--- config.mk ---
export PLATFORM = sky130hd
export DESIGN_NAME = gf2m_mont_mul
export DESIGN_NICKNAME = d
export VERILOG_FILES = /design/src/rtl/gf2m_mont_pkg.sv /design/src/rtl/gf2m_word_inv.sv /design/src/rtl/gf2m_mont_step.sv /design/src/rtl/gf2m_mont_mul.sv
export SDC_FILE = /design/constraint.sdc
export NUM_CORES = 1
export LEC_CHECK = 0
export BUFFER_PORTS_ARGS = -buffer_cell sky130_fd_sc_hd__buf_2
export CAP_MARGIN = 20
export CORE_UTILIZATION = 35
export CTS_CLUSTER_SIZE = 28
export DETAILED_ROUTE_END_ITERATION = 7
export REMOVE_ABC_BUFFERS = 1
export SKIP_LAST_GASP = 1
export SLEW_MARGIN = 20
export SYNTH_ARGS = -nofsm -noshare
export SYNTH_HDL_FRONTEND = slang
export SYNTH_SLANG_ARGS = --single-unit
export TNS_END_PERCENT = 30
--- constraint.sdc ---
create_clock -name clk_i -period 4.9 [get_ports clk_i]
set_input_delay 1.47 -clock clk_i [delete_from_list [all_inputs] [get_ports clk_i]]
set_output_delay 1.47 -clock clk_i [all_outputs]
set_load 0.005 [all_outputs]
--- src/rtl/gf2m_mont_pkg.sv ---
package gf2m_mont_pkg;
  typedef enum logic [1:0] {
    ST_IDLE = 2'd0,
    ST_PREP = 2'd1,
    ST_RUN  = 2'd2
  } mm_state_e;
endpackage

--- src/rtl/gf2m_word_inv.sv ---
// Inverse of a w-bit polynomial with constant term 1, modulo x^w.
module gf2m_word_inv #(
  parameter int W = 2
) (
  input  logic [W-1:0] p_lo_i,
  output logic [W-1:0] inv_o
);
  always_comb begin
    logic acc;
    inv_o    = '0;
    inv_o[0] = 1'b1;
    for (int i = 1; i < W; i++) begin
      // coefficient i of p_lo*inv must vanish; p_lo[0] = 1
      acc = 1'b0;
      for (int j = 1; j <= i; j++) acc ^= p_lo_i[j] & inv_o[i-j];
      inv_o[i] = acc;
    end
  end
endmodule

--- src/rtl/gf2m_mont_step.sv ---
// One word iteration: c' = (c + A_i*b + M*p) / x^W.
module gf2m_mont_step #(
  parameter int M = 8,
  parameter int W = 2
) (
  input  logic [M-1:0] c_i,
  input  logic [W-1:0] a_word_i,
  input  logic [M-1:0] b_i,
  input  logic [M:0]   p_i,
  input  logic [W-1:0] pinv_i,
  output logic [M-1:0] c_o,
  output logic [W-1:0] low_o
);
  localparam int TW = M + W;

  logic [TW-1:0] ab_pp [W];
  logic [TW-1:0] qp_pp [W];
  logic [TW-1:0] t_sum;
  logic [TW-1:0] u_sum;
  logic [W-1:0]  q;

  for (genvar j = 0; j < W; j++) begin : g_pp
    assign ab_pp[j] = a_word_i[j] ? (TW'(b_i) << j) : '0;
    assign qp_pp[j] = q[j]        ? (TW'(p_i) << j) : '0;
  end

  always_comb begin
    t_sum = TW'(c_i);
    for (int j = 0; j < W; j++) t_sum ^= ab_pp[j];
  end

  always_comb begin
    q = '0;
    for (int j = 0; j < W; j++)
      if (pinv_i[j]) q ^= t_sum[W-1:0] << j;
  end

  always_comb begin
    u_sum = t_sum;
    for (int j = 0; j < W; j++) u_sum ^= qp_pp[j];
  end

  assign c_o   = u_sum[TW-1:W];
  assign low_o = u_sum[W-1:0];
endmodule

--- src/rtl/gf2m_mont_mul.sv ---
module gf2m_mont_mul
  import gf2m_mont_pkg::*;
#(
  parameter int M = 8,
  parameter int W = 2
) (
  input  logic         clk_i,
  input  logic         rst_ni,
  input  logic         start_i,
  input  logic [M-1:0] a_i,
  input  logic [M-1:0] b_i,
  input  logic [M-1:0] p_i,
  output logic [M-1:0] c_o,
  output logic         done_o
);
  localparam int S  = M / W;
  localparam int CW = (S > 1) ? $clog2(S) : 1;

  mm_state_e      state_q;
  logic [M-1:0]   a_q, b_q, p_q, acc_q;
  logic [W-1:0]   pinv_q, pinv_w, low_w;
  logic [M-1:0]   step_c;
  logic [CW-1:0]  cnt_q;

  gf2m_word_inv #(.W(W)) u_inv (
    .p_lo_i (p_q[W-1:0]),
    .inv_o  (pinv_w)
  );

  gf2m_mont_step #(.M(M), .W(W)) u_step (
    .c_i      (acc_q),
    .a_word_i (a_q[W-1:0]),
    .b_i      (b_q),
    .p_i      ({1'b1, p_q}),
    .pinv_i   (pinv_q),
    .c_o      (step_c),
    .low_o    (low_w)
  );

  always_ff @(posedge clk_i or negedge rst_ni) begin
    if (!rst_ni) begin
      state_q <= ST_IDLE;
      a_q     <= '0;
      b_q     <= '0;
      p_q     <= '0;
      acc_q   <= '0;
      pinv_q  <= '0;
      cnt_q   <= '0;
      c_o     <= '0;
      done_o  <= 1'b0;
    end else begin
      done_o <= 1'b0;
      unique case (state_q)
        ST_IDLE: if (start_i) begin
          a_q     <= a_i;
          b_q     <= b_i;
          p_q     <= p_i;
          acc_q   <= '0;
          cnt_q   <= '0;
          state_q <= ST_PREP;
        end
        ST_PREP: begin
          pinv_q  <= pinv_w;
          state_q <= ST_RUN;
        end
        ST_RUN: begin
          acc_q <= step_c;
          a_q   <= a_q >> W;
          cnt_q <= cnt_q + CW'(1);
          if (cnt_q == CW'(S - 1)) begin
            c_o     <= step_c;
            done_o  <= 1'b1;
            state_q <= ST_IDLE;
          end
        end
        default: state_q <= ST_IDLE;
      endcase
    end
  end

  a_r3_start_enters_prep: assert property (@(posedge clk_i) disable iff (!rst_ni)
    (state_q == ST_IDLE && start_i) |=> (state_q == ST_PREP));

  a_r4_busy_ignores_start: assert property (@(posedge clk_i) disable iff (!rst_ni)
    (state_q != ST_IDLE && start_i) |=> (state_q != ST_PREP));

  a_r5_result_holds: assert property (@(posedge clk_i) disable iff (!rst_ni)
    1'b1 |=> (done_o || $stable(c_o)));

  a_r6_low_word_cancels: assert property (@(posedge clk_i) disable iff (!rst_ni)
    (state_q == ST_RUN) |-> (low_w == '0));

  a_r9_done_one_cycle: assert property (@(posedge clk_i) disable iff (!rst_ni)
    done_o |=> !done_o);
endmodule

==> impl_metrics.sql, run 1 <==
INSERT INTO impl_metrics (metric_group, metric, value, unit) VALUES
('hold_path', 'min-delay-path-class', 'flop to flop', ''),
('sta', 'worst_slack', '1.92', 'ns'),
('hold_path', 'min_from', 'c_o[3]$_DFFE_PN0P_', ''),
('finish', 'final_nets', '295', ''),
('clock_tree', 'numCtsBuffers', '5', ''),
('placed_design', 'numPortBuffers', '34', ''),
('clock_tree', 'ctsHoldBuffers', '0', ''),
('placed_design', 'place.detailed.hpwl', '3610', 'um'),
('synthesis', 'ys_ff_latch', '46', ''),
('finish', 'finish.instance_area', '2800', 'um^2'),
('synthesis', 'synth_fa_ha_area_frac', '0.00502', ''),
('floorplan', 'placeableCoreArea', '6830', 'um^2'),
('synthesis', 'synth_top_cells_by_area', 'sky130_fd_sc_hd__dfrtp_1, sky130_fd_sc_hd__nand2_1, sky130_fd_sc_hd__xnor3_1', ''),
('synthesis', 'synthDominantCellAreaShare', '0.462', ''),
('drt', 'firstDrtPassIters', '4', ''),
('run_status', 'result_of_the_run', 'finished, final reports clean', ''),
('run', 'timing.max_cap.violations', '0', ''),
('synthesis', 'ys_async_sr_fraction', '1.00', ''),
('sta', 'final.period_utilization', '0.607', ''),
('finish', 'insertedDiodeCount', '0', ''),
('power_and_ir_drop', 'power_per_cell_area', '663', 'nW/um^2'),
('setup_path', 'crit-reg2reg-launch', 'state_q[1]$_DFFE_PN0P_', ''),
('global_route', 'number_of_antenna_violations_at_the_first_check_in_global_routing', '0', ''),
('sta', 'setup-violations-final', '0', ''),
('setup_path', 'endpoint_kind', 'flop', ''),
('synthesis', 'synth_mux_area_frac', '0.0407', ''),
('setup_path', 'timing.critical_path.from_type', 'input port', ''),
('power_and_ir_drop', 'post-layout-total-power', '1.86', 'mW'),
('clock_tree', 'cts.clk_slew.worst_paths', '0.08', 'ns'),
('synthesis', 'summed_instance_area_of_the_synthesized_netlist', '2490', 'um^2'),
('clock_tree', 'post-cts-setup-buffers', '0', ''),
('floorplan', 'i_o_pin_count', '36', ''),
('drt', 'route.detailed.drc', '0', ''),
('sta', 'finalClockSkew', '0.00843', 'ns'),
('sta', 'tns', '0', 'ns'),
('synthesis', 'syn-instance-count', '241', ''),
('global_route', 'globalRouteTotalUtil', '0.155', ''),
('finish', 'final_layout_size_suffix_gt1_frac', '0.239', ''),
('synthesis', 'synth.lib_cells_used.distinct', '34', ''),
('setup_path', 'crit_type', 'input port to flop', ''),
('floorplan', 'die_x', '86.4', 'um'),
('drt', 'initialDrtViolationCount', '80', ''),
('placed_design', 'postPlaceCellArea', '2700', 'um^2'),
('drt', 'drt-vias-per-instance', '5.07', ''),
('sta', 'rsz0062_at_grt', 'false', ''),
('global_route', 'gr-total-overflow', '0', ''),
('floorplan', 'initial_utilization', '0.365', ''),
('floorplan', 'fp.dieH', '86.4', 'um'),
('sta', 'slew_headroom', '0.318', ''),
('clock_tree', 'cts.root.buffer_cell', 'sky130_fd_sc_hd__clkbuf_8', ''),
('placed_design', 'gp_congestion', '0.730', ''),
('synthesis', 'ys_dominant_reg_cell', 'sky130_fd_sc_hd__dfrtp_1', ''),
('setup_path', 'critical_path_required_time', '5.12', 'ns'),
('synthesis', 'synthXorXnorAreaFrac', '0.0919', ''),
('synthesis', 'synth_top_area_cell', 'sky130_fd_sc_hd__dfrtp_1', ''),
('clock_tree', 'ctsLongestPathBuffers', '2', ''),
('finish', 'multi_input_logic_area', '1230', 'um^2'),
('setup_path', 'startpoint', 'start_i', ''),
('clock_tree', 'clock_sink_count', '46', ''),
('finish', 'layout.cells.most_common_list', 'sky130_fd_sc_hd__dfrtp_1, sky130_fd_sc_hd__nand2_1, sky130_fd_sc_hd__buf_2, sky130_fd_sc_hd__o21ai_0, sky130_fd_sc_hd__o31ai_1', ''),
('synthesis', 'synth-warning-count', '0', ''),
('sta', 'tightestPinTransition', '1.02', 'ns'),
('clock_tree', 'latest_clock_arrival_within_the_worst_skew_pair', '0.30', 'ns'),
('finish', 'layout.area.seq', '1150', 'um^2'),
('synthesis', 'synth_compound_area_frac', '0.206', ''),
('placed_design', 'dp_worst_setup_slack', '1.59', 'ns'),
('sta', 'slew_violations', '0', ''),
('drt', 'ant_nets_after_route', '0', ''),
('finish', 'n_fill_cell', '721', ''),
('synthesis', 'synth_top_family_by_area', 'compound AO/OA/AOI/OAI gates', ''),
('clock_tree', 'tritoncts', 'done', '');
## worst max-delay path, cell delays in order
cell and delay, ns:
sky130_fd_sc_hd__buf_2 0.19, sky130_fd_sc_hd__nor2b_1 0.51, sky130_fd_sc_hd__nor2b_2 0.59, sky130_fd_sc_hd__buf_4 0.29
sky130_fd_sc_hd__nand2_1 0.06, sky130_fd_sc_hd__o21ai_0 0.07
## layout make-up
type                    instances  area share
flip-flops and latches         46       0.411
clock inverters                 2     0.00447
repair buffers                 35      0.0643
clock buffers                   6      0.0295
well taps                      96      0.0429
multi-input cells             172       0.438
inverters                       7     0.00938
## flip-flops by register name (all words and copies together) (netlist names)
register,cells
state_q,2
pinv_q,2
b_q,8
done_o,1
acc_q,8
p_q,7
c_o,8
cnt_q,2
a_q,8
## cell families after synthesis
logic type | Yosys count
buf+inv | 23
compound gates | 73
flops | 46
xor+xnor | 15
mux | 9
fa+ha+maj | 1
simple gates | 74
## routing by layer
layer | part of all wire | track usage
met1 | 0.51 | 0.233
met2 | 0.46 | 0.232
met5 | 0 | 0
met4 | 0.012 | 0.0409
met3 | 0.024 | 0.0267
## through the flow
step / hold slack, ns / std cells
after global routing: 0.513 / 364
after detailed placement: 0.471 / 356
after CTS: 0.490 / 364
final: 0.488 / 364
after global placement: 0.471 / 356
after floorplan: 0.450 / 225
## cell usage after synthesis, types with 7 or more instances
cell	n
sky130_fd_sc_hd__dfrtp_1	46
sky130_fd_sc_hd__nand2_1	44
sky130_fd_sc_hd__o21ai_0	20
sky130_fd_sc_hd__o31ai_1	12
sky130_fd_sc_hd__nor2b_1	10
sky130_fd_sc_hd__a21oi_1	9
sky130_fd_sc_hd__mux2_2	9
sky130_fd_sc_hd__clkbuf_1	8
sky130_fd_sc_hd__o211ai_1	8
sky130_fd_sc_hd__inv_1	7
sky130_fd_sc_hd__o21a_1	7
sky130_fd_sc_hd__xor2_1	7
## where the power goes
part,switching [mW],leakage (nW),internal [mW]
registers,0.152,0.576,0.545
logic,0.481,0.613,0.431
clock network,0.133,0.0472,0.114
## path summary, 6_finish.rpt
kind	endpoint	slack, ns	cells after the start
max	p_q[4]$_DFFE_PN0P_	1.92	6
min	c_o[3]$_DFFE_PN0P_	0.49	2
max reg2reg	c_o[6]$_DFFE_PN0P_	2.61	5
min reg2reg	c_o[3]$_DFFE_PN0P_	0.49	2
max in group asynchronous	p_q[1]$_DFFE_PN0P_	3.34	1
min in group asynchronous	b_q[1]$_DFFE_PN0P_	1.16	1
Note: power is estimated with default switching activity, not from simulation.
==> run 2, diff against run 1 <==
--- a/config.mk
+++ b/config.mk
@@ -5,6 +5,7 @@
 export SDC_FILE = /design/constraint.sdc
 export NUM_CORES = 1
 export LEC_CHECK = 0
+export ABC_AREA = 1
 export BUFFER_PORTS_ARGS = -buffer_cell sky130_fd_sc_hd__buf_2
 export CAP_MARGIN = 20
 export CORE_UTILIZATION = 35
==> constraint.sdc (replaced) <==
create_clock -name clk_i -period 2.62 [get_ports clk_i]
set_input_delay 0.786 -clock clk_i [delete_from_list [all_inputs] [get_ports clk_i]]
set_output_delay 0.786 -clock clk_i [all_outputs]
set_load 0.005 [all_outputs]
==> impl_metrics.sql, run 2 <==
INSERT INTO impl_metrics (metric_group, metric, value, unit) VALUES
('sta', 'finalClockSkew', '0.00730', 'ns'),
('setup_path', 'worstReg2RegEnd', 'c_o[2]$_DFFE_PN0P_', ''),
('run_status', 'result_of_the_run', 'finished, final reports clean', ''),
('synthesis', 'syn-instance-count', '331', ''),
('global_route', 'gr-total-overflow', '0', ''),
('synthesis', 'summed_instance_area_of_the_synthesized_netlist', '2540', 'um^2'),
('finish', 'syn_to_final_growth', '15.5', '%'),
('setup_path', 'worstRegToRegCells', '9', ''),
('floorplan', 'row_count', '30', ''),
('clock_tree', 'tritoncts', 'done', ''),
('setup_path', 'crit-reg2reg-launch', 'a_q[1]$_DFFE_PN0P_', ''),
('setup_path', 'critical_path_required_time', '2.82', 'ns'),
('floorplan', 'die-area', '7610', 'um^2'),
('clock_tree', 'clock_sink_count', '46', ''),
('global_route', 'globalRouteTotalUtil', '0.170', ''),
('sta', 'rsz0062_at_grt', 'false', ''),
('floorplan', 'fp.dieH', '87.2', 'um'),
('placed_design', 'place.detailed.hpwl', '3910', 'um'),
('drt', 'route.detailed.wl_per_inst', '12.4', 'um'),
('clock_tree', 'latest_clock_arrival_within_the_worst_skew_pair', '0.30', 'ns'),
('finish', 'layout.cells.most_common_list', 'sky130_fd_sc_hd__nand2_1, sky130_fd_sc_hd__dfrtp_1, sky130_fd_sc_hd__buf_2, sky130_fd_sc_hd__nand3_1, sky130_fd_sc_hd__inv_1', ''),
('finish', 'final_standard_cell_count_with_taps_included_and_fillers_excluded', '465', ''),
('hold_path', 'min-delay-path-class', 'input port to asynchronous set/reset pin', ''),
('synthesis', 'synth_most_common_cell', 'sky130_fd_sc_hd__nand2_1', ''),
('finish', 'final_layout_size_suffix_gt1_frac', '0.217', ''),
('clock_tree', 'numCtsBuffers', '5', ''),
('synthesis', 'synth-warning-count', '0', ''),
('drt', 'dr_total_vias', '2162', ''),
('drt', 'drt-vias-per-instance', '4.65', ''),
('setup_path', 'crit_type', 'flop to flop', ''),
('synthesis', 'synthDominantCellAreaShare', '0.453', ''),
('global_route', 'grt_pass1_vias', '2078', ''),
('run', 'timing.max_cap.violations', '0', ''),
('setup_path', 'worstPathCellList', 'nand2_1 -> clkinv_1 -> nand3_2 -> nand4_4 -> nand2_8 -> nor2_4 -> nand2_2 -> nand3_1 -> nand2_1', ''),
('drt', 'firstDrtPassIters', '4', ''),
('synthesis', 'ys_async_sr_fraction', '1.00', ''),
('synthesis', 'syn_area_per_cell', '7.68', 'um^2'),
('placed_design', 'numPortBuffers', '34', ''),
('finish', 'final_nets', '396', ''),
('synthesis', 'ys_dominant_reg_cell', 'sky130_fd_sc_hd__dfrtp_1', ''),
('placed_design', 'gp_congestion', '0.807', ''),
('sta', 'slew_headroom', '0.462', ''),
('finish', 'n_fill_cell', '745', ''),
('setup_path', 'worst-path-max-fanout', '15', ''),
('power_and_ir_drop', 'power_leakage', '1.57', 'nW'),
('power_and_ir_drop', 'combPwrFrac', '0.506', ''),
('synthesis', 'synth_top_area_cell', 'sky130_fd_sc_hd__dfrtp_1', ''),
('setup_path', 'arr_time_crit_path', '2.07', 'ns'),
('setup_path', 'critPathMaxStageDelay', '0.69', 'ns'),
('setup_path', 'endpoint_kind', 'flop', ''),
('sta', 'tns', '0', 'ns'),
('power_and_ir_drop', 'power_per_cell_area', '1260', 'nW/um^2'),
('synthesis', 'synth_top_cells_by_area', 'sky130_fd_sc_hd__dfrtp_1, sky130_fd_sc_hd__nand2_1, sky130_fd_sc_hd__nand3_1', ''),
('sta', 'final.period_utilization', '0.715', ''),
('placed_design', 'place_inst', '457', ''),
('synthesis', 'yosysSeqAreaShare', '0.453', ''),
('finish', 'layout_commonest_cell', 'sky130_fd_sc_hd__nand2_1', ''),
('floorplan', 'die_x', '87.2', 'um'),
('setup_path', 'critical_path.n_buffers_inverters', '1', ''),
('drt', 'route.detailed.drc', '0', ''),
('clock_tree', 'ctsHoldBuffers', '0', ''),
('power_and_ir_drop', 'vdd_ir_drop_max', '0.000400', 'V'),
('sta', 'slew_violations', '0', ''),
('synthesis', 'synth.lib_cells_used.distinct', '25', ''),
('global_route', 'grt_first_pass_wirelength', '9810', 'um'),
('power_and_ir_drop', 'power_switching_share', '0.477', ''),
('setup_path', 'worst_path_dominant_cell_family', 'simple AND/OR/NAND/NOR gates', ''),
('floorplan', 'i_o_pin_count', '36', ''),
('sta', 'tightestPinTransition', '0.806', 'ns'),
('power_and_ir_drop', 'power_frac_seq', '0.357', ''),
('clock_tree', 'cts_resized', '0', ''),
('clock_tree', 'post-cts-setup-buffers', '0', ''),
('synthesis', 'synth_enable_flop_cells', '0', ''),
('sta', 'hold_viol_final', '0', ''),
('floorplan', 'placeableCoreArea', '6910', 'um^2'),
('global_route', 'number_of_antenna_violations_at_the_first_check_in_global_routing', '0', ''),
('drt', 'ant_nets_after_route', '0', ''),
('clock_tree', 'cts-htree-levels', '2', ''),
('synthesis', 'top_post_synthesis_cells_by_count', 'sky130_fd_sc_hd__nand2_1, sky130_fd_sc_hd__dfrtp_1, sky130_fd_sc_hd__nand3_1', ''),
('power_and_ir_drop', 'psw', '1.76', 'mW'),
('finish', 'insertedDiodeCount', '0', ''),
('setup_path', 'cp_slowest_cell', 'sky130_fd_sc_hd__dfrtp_1', ''),
('clock_tree', 'cts.clk_slew.worst_paths', '0.09', 'ns'),
('clock_tree', 'ctsLongestPathBuffers', '2', ''),
('sta', 'achievable-frequency', '534', 'MHz'),
('clock_tree', 'cts.root.buffer_cell', 'sky130_fd_sc_hd__clkbuf_8', ''),
('drt', 'initialDrtViolationCount', '86', ''),
('power_and_ir_drop', 'power_report.internal_total', '1.93', 'mW'),
('setup_path', 'regToRegSetupSlack', '0.75', 'ns'),
('drt', 'route.final.wire_length', '5740', 'um'),
('synthesis', 'ys_ff_latch', '46', ''),
('setup_path', 'timing.critical_path.from_type', 'flop', ''),
('sta', 'period_needed', '1.87', 'ns'),
('sta', 'setup-violations-final', '0', ''),
('floorplan', 'initial_utilization', '0.368', ''),
('global_route', 'grt_start_max_net_pins', '31', ''),
('setup_path', 'crit_top_cell', 'sky130_fd_sc_hd__nand2_1', ''),
('power_and_ir_drop', 'power.clock.fraction', '0.138', '');
-- run 2: changes by cell type in the layout (fill, tap and decap cells not counted), sizes merged, moves of 12 or more --
cell,change
inv,+23
nand4,+14
nand2,+122
o31ai,-12
nand3,+37
-- run 2: cells by family after synthesis --
family,synth area share
AO/OA/AOI/OAI,0.0340
adder cells (fa/ha/maj),0.00492
buffers and inverters,0.0694
flip-flops,0.453
AND/OR/NAND/NOR,0.439
-- run 2: worst reg2reg max path: stages, from the launching register on --
cell                       delay [ns]
sky130_fd_sc_hd__dfrtp_1         0.69
sky130_fd_sc_hd__nand2_1         0.21
sky130_fd_sc_hd__clkinv_1        0.09
sky130_fd_sc_hd__nand3_2         0.12
sky130_fd_sc_hd__nand4_4         0.22
sky130_fd_sc_hd__nand2_8         0.15
sky130_fd_sc_hd__nor2_4          0.12
sky130_fd_sc_hd__nand2_2         0.05
sky130_fd_sc_hd__nand3_1         0.07
sky130_fd_sc_hd__nand2_1         0.06
-- run 2: layer usage --
metal	track usage	vias up	part of all wire
met2	0.277	40	0.46
met1	0.227	997	0.49
met4	0.0507	0	0.014
met5	0	-	0
met3	0.0389	6	0.039
li1	-	1119	-
-- run 2: through the flow --
step | power [mW] | setup slack [ns] | hold WS, ns | instance area, um^2 | util
final | 3.68 | 0.747 | 0.463 | 2940 | 0.425
after global routing | 4.06 | 0.588 | 0.493 | 2940 | 0.425
after CTS | 3.73 | 0.737 | 0.475 | 2940 | 0.425
after detailed placement | 3.20 | 0.616 | 0.461 | 2830 | 0.409
after global placement | 3.15 | 0.649 | 0.458 | 2830 | 0.409
after floorplan | 2.69 | 0.643 | 0.442 | 2480 | -
-- run 2: how the worst max path moves through the flow --
stage,cells after the start,to,slack [ns],startpoint
floorplan,4,a_q[6]$_DFFE_PN0P_,0.64,start_i
global placement,6,acc_q[7]$_DFFE_PN0P_,0.65,start_i
detailed placement,6,acc_q[7]$_DFFE_PN0P_,0.62,start_i
CTS,9,c_o[2]$_DFFE_PN0P_,0.74,a_q[1]$_DFFE_PN0P_
global route,9,c_o[3]$_DFFE_PN0P_,0.59,a_q[1]$_DFFE_PN0P_
finish,9,c_o[2]$_DFFE_PN0P_,0.75,a_q[1]$_DFFE_PN0P_
-- run 2: final cells by class --
cell class,instances,area [um^2],share of cell area
clock buffer,8,110,0.0375
inverter,32,120,0.0409
multi-input combinational,244,1210,0.413
sequential,46,1150,0.392
tap,96,120,0.0409
timing repair buffer,39,220,0.0750
-- run 2: power groups by stage --
stage               clock network (mW)  registers, mW  logic, mW
floorplan                            0           1.27       1.42
global placement                     0           1.31       1.84
detailed placement                   0           1.32       1.88
CTS                              0.525           1.31       1.89
global route                     0.554           1.36       2.15
finish                           0.508           1.31       1.86
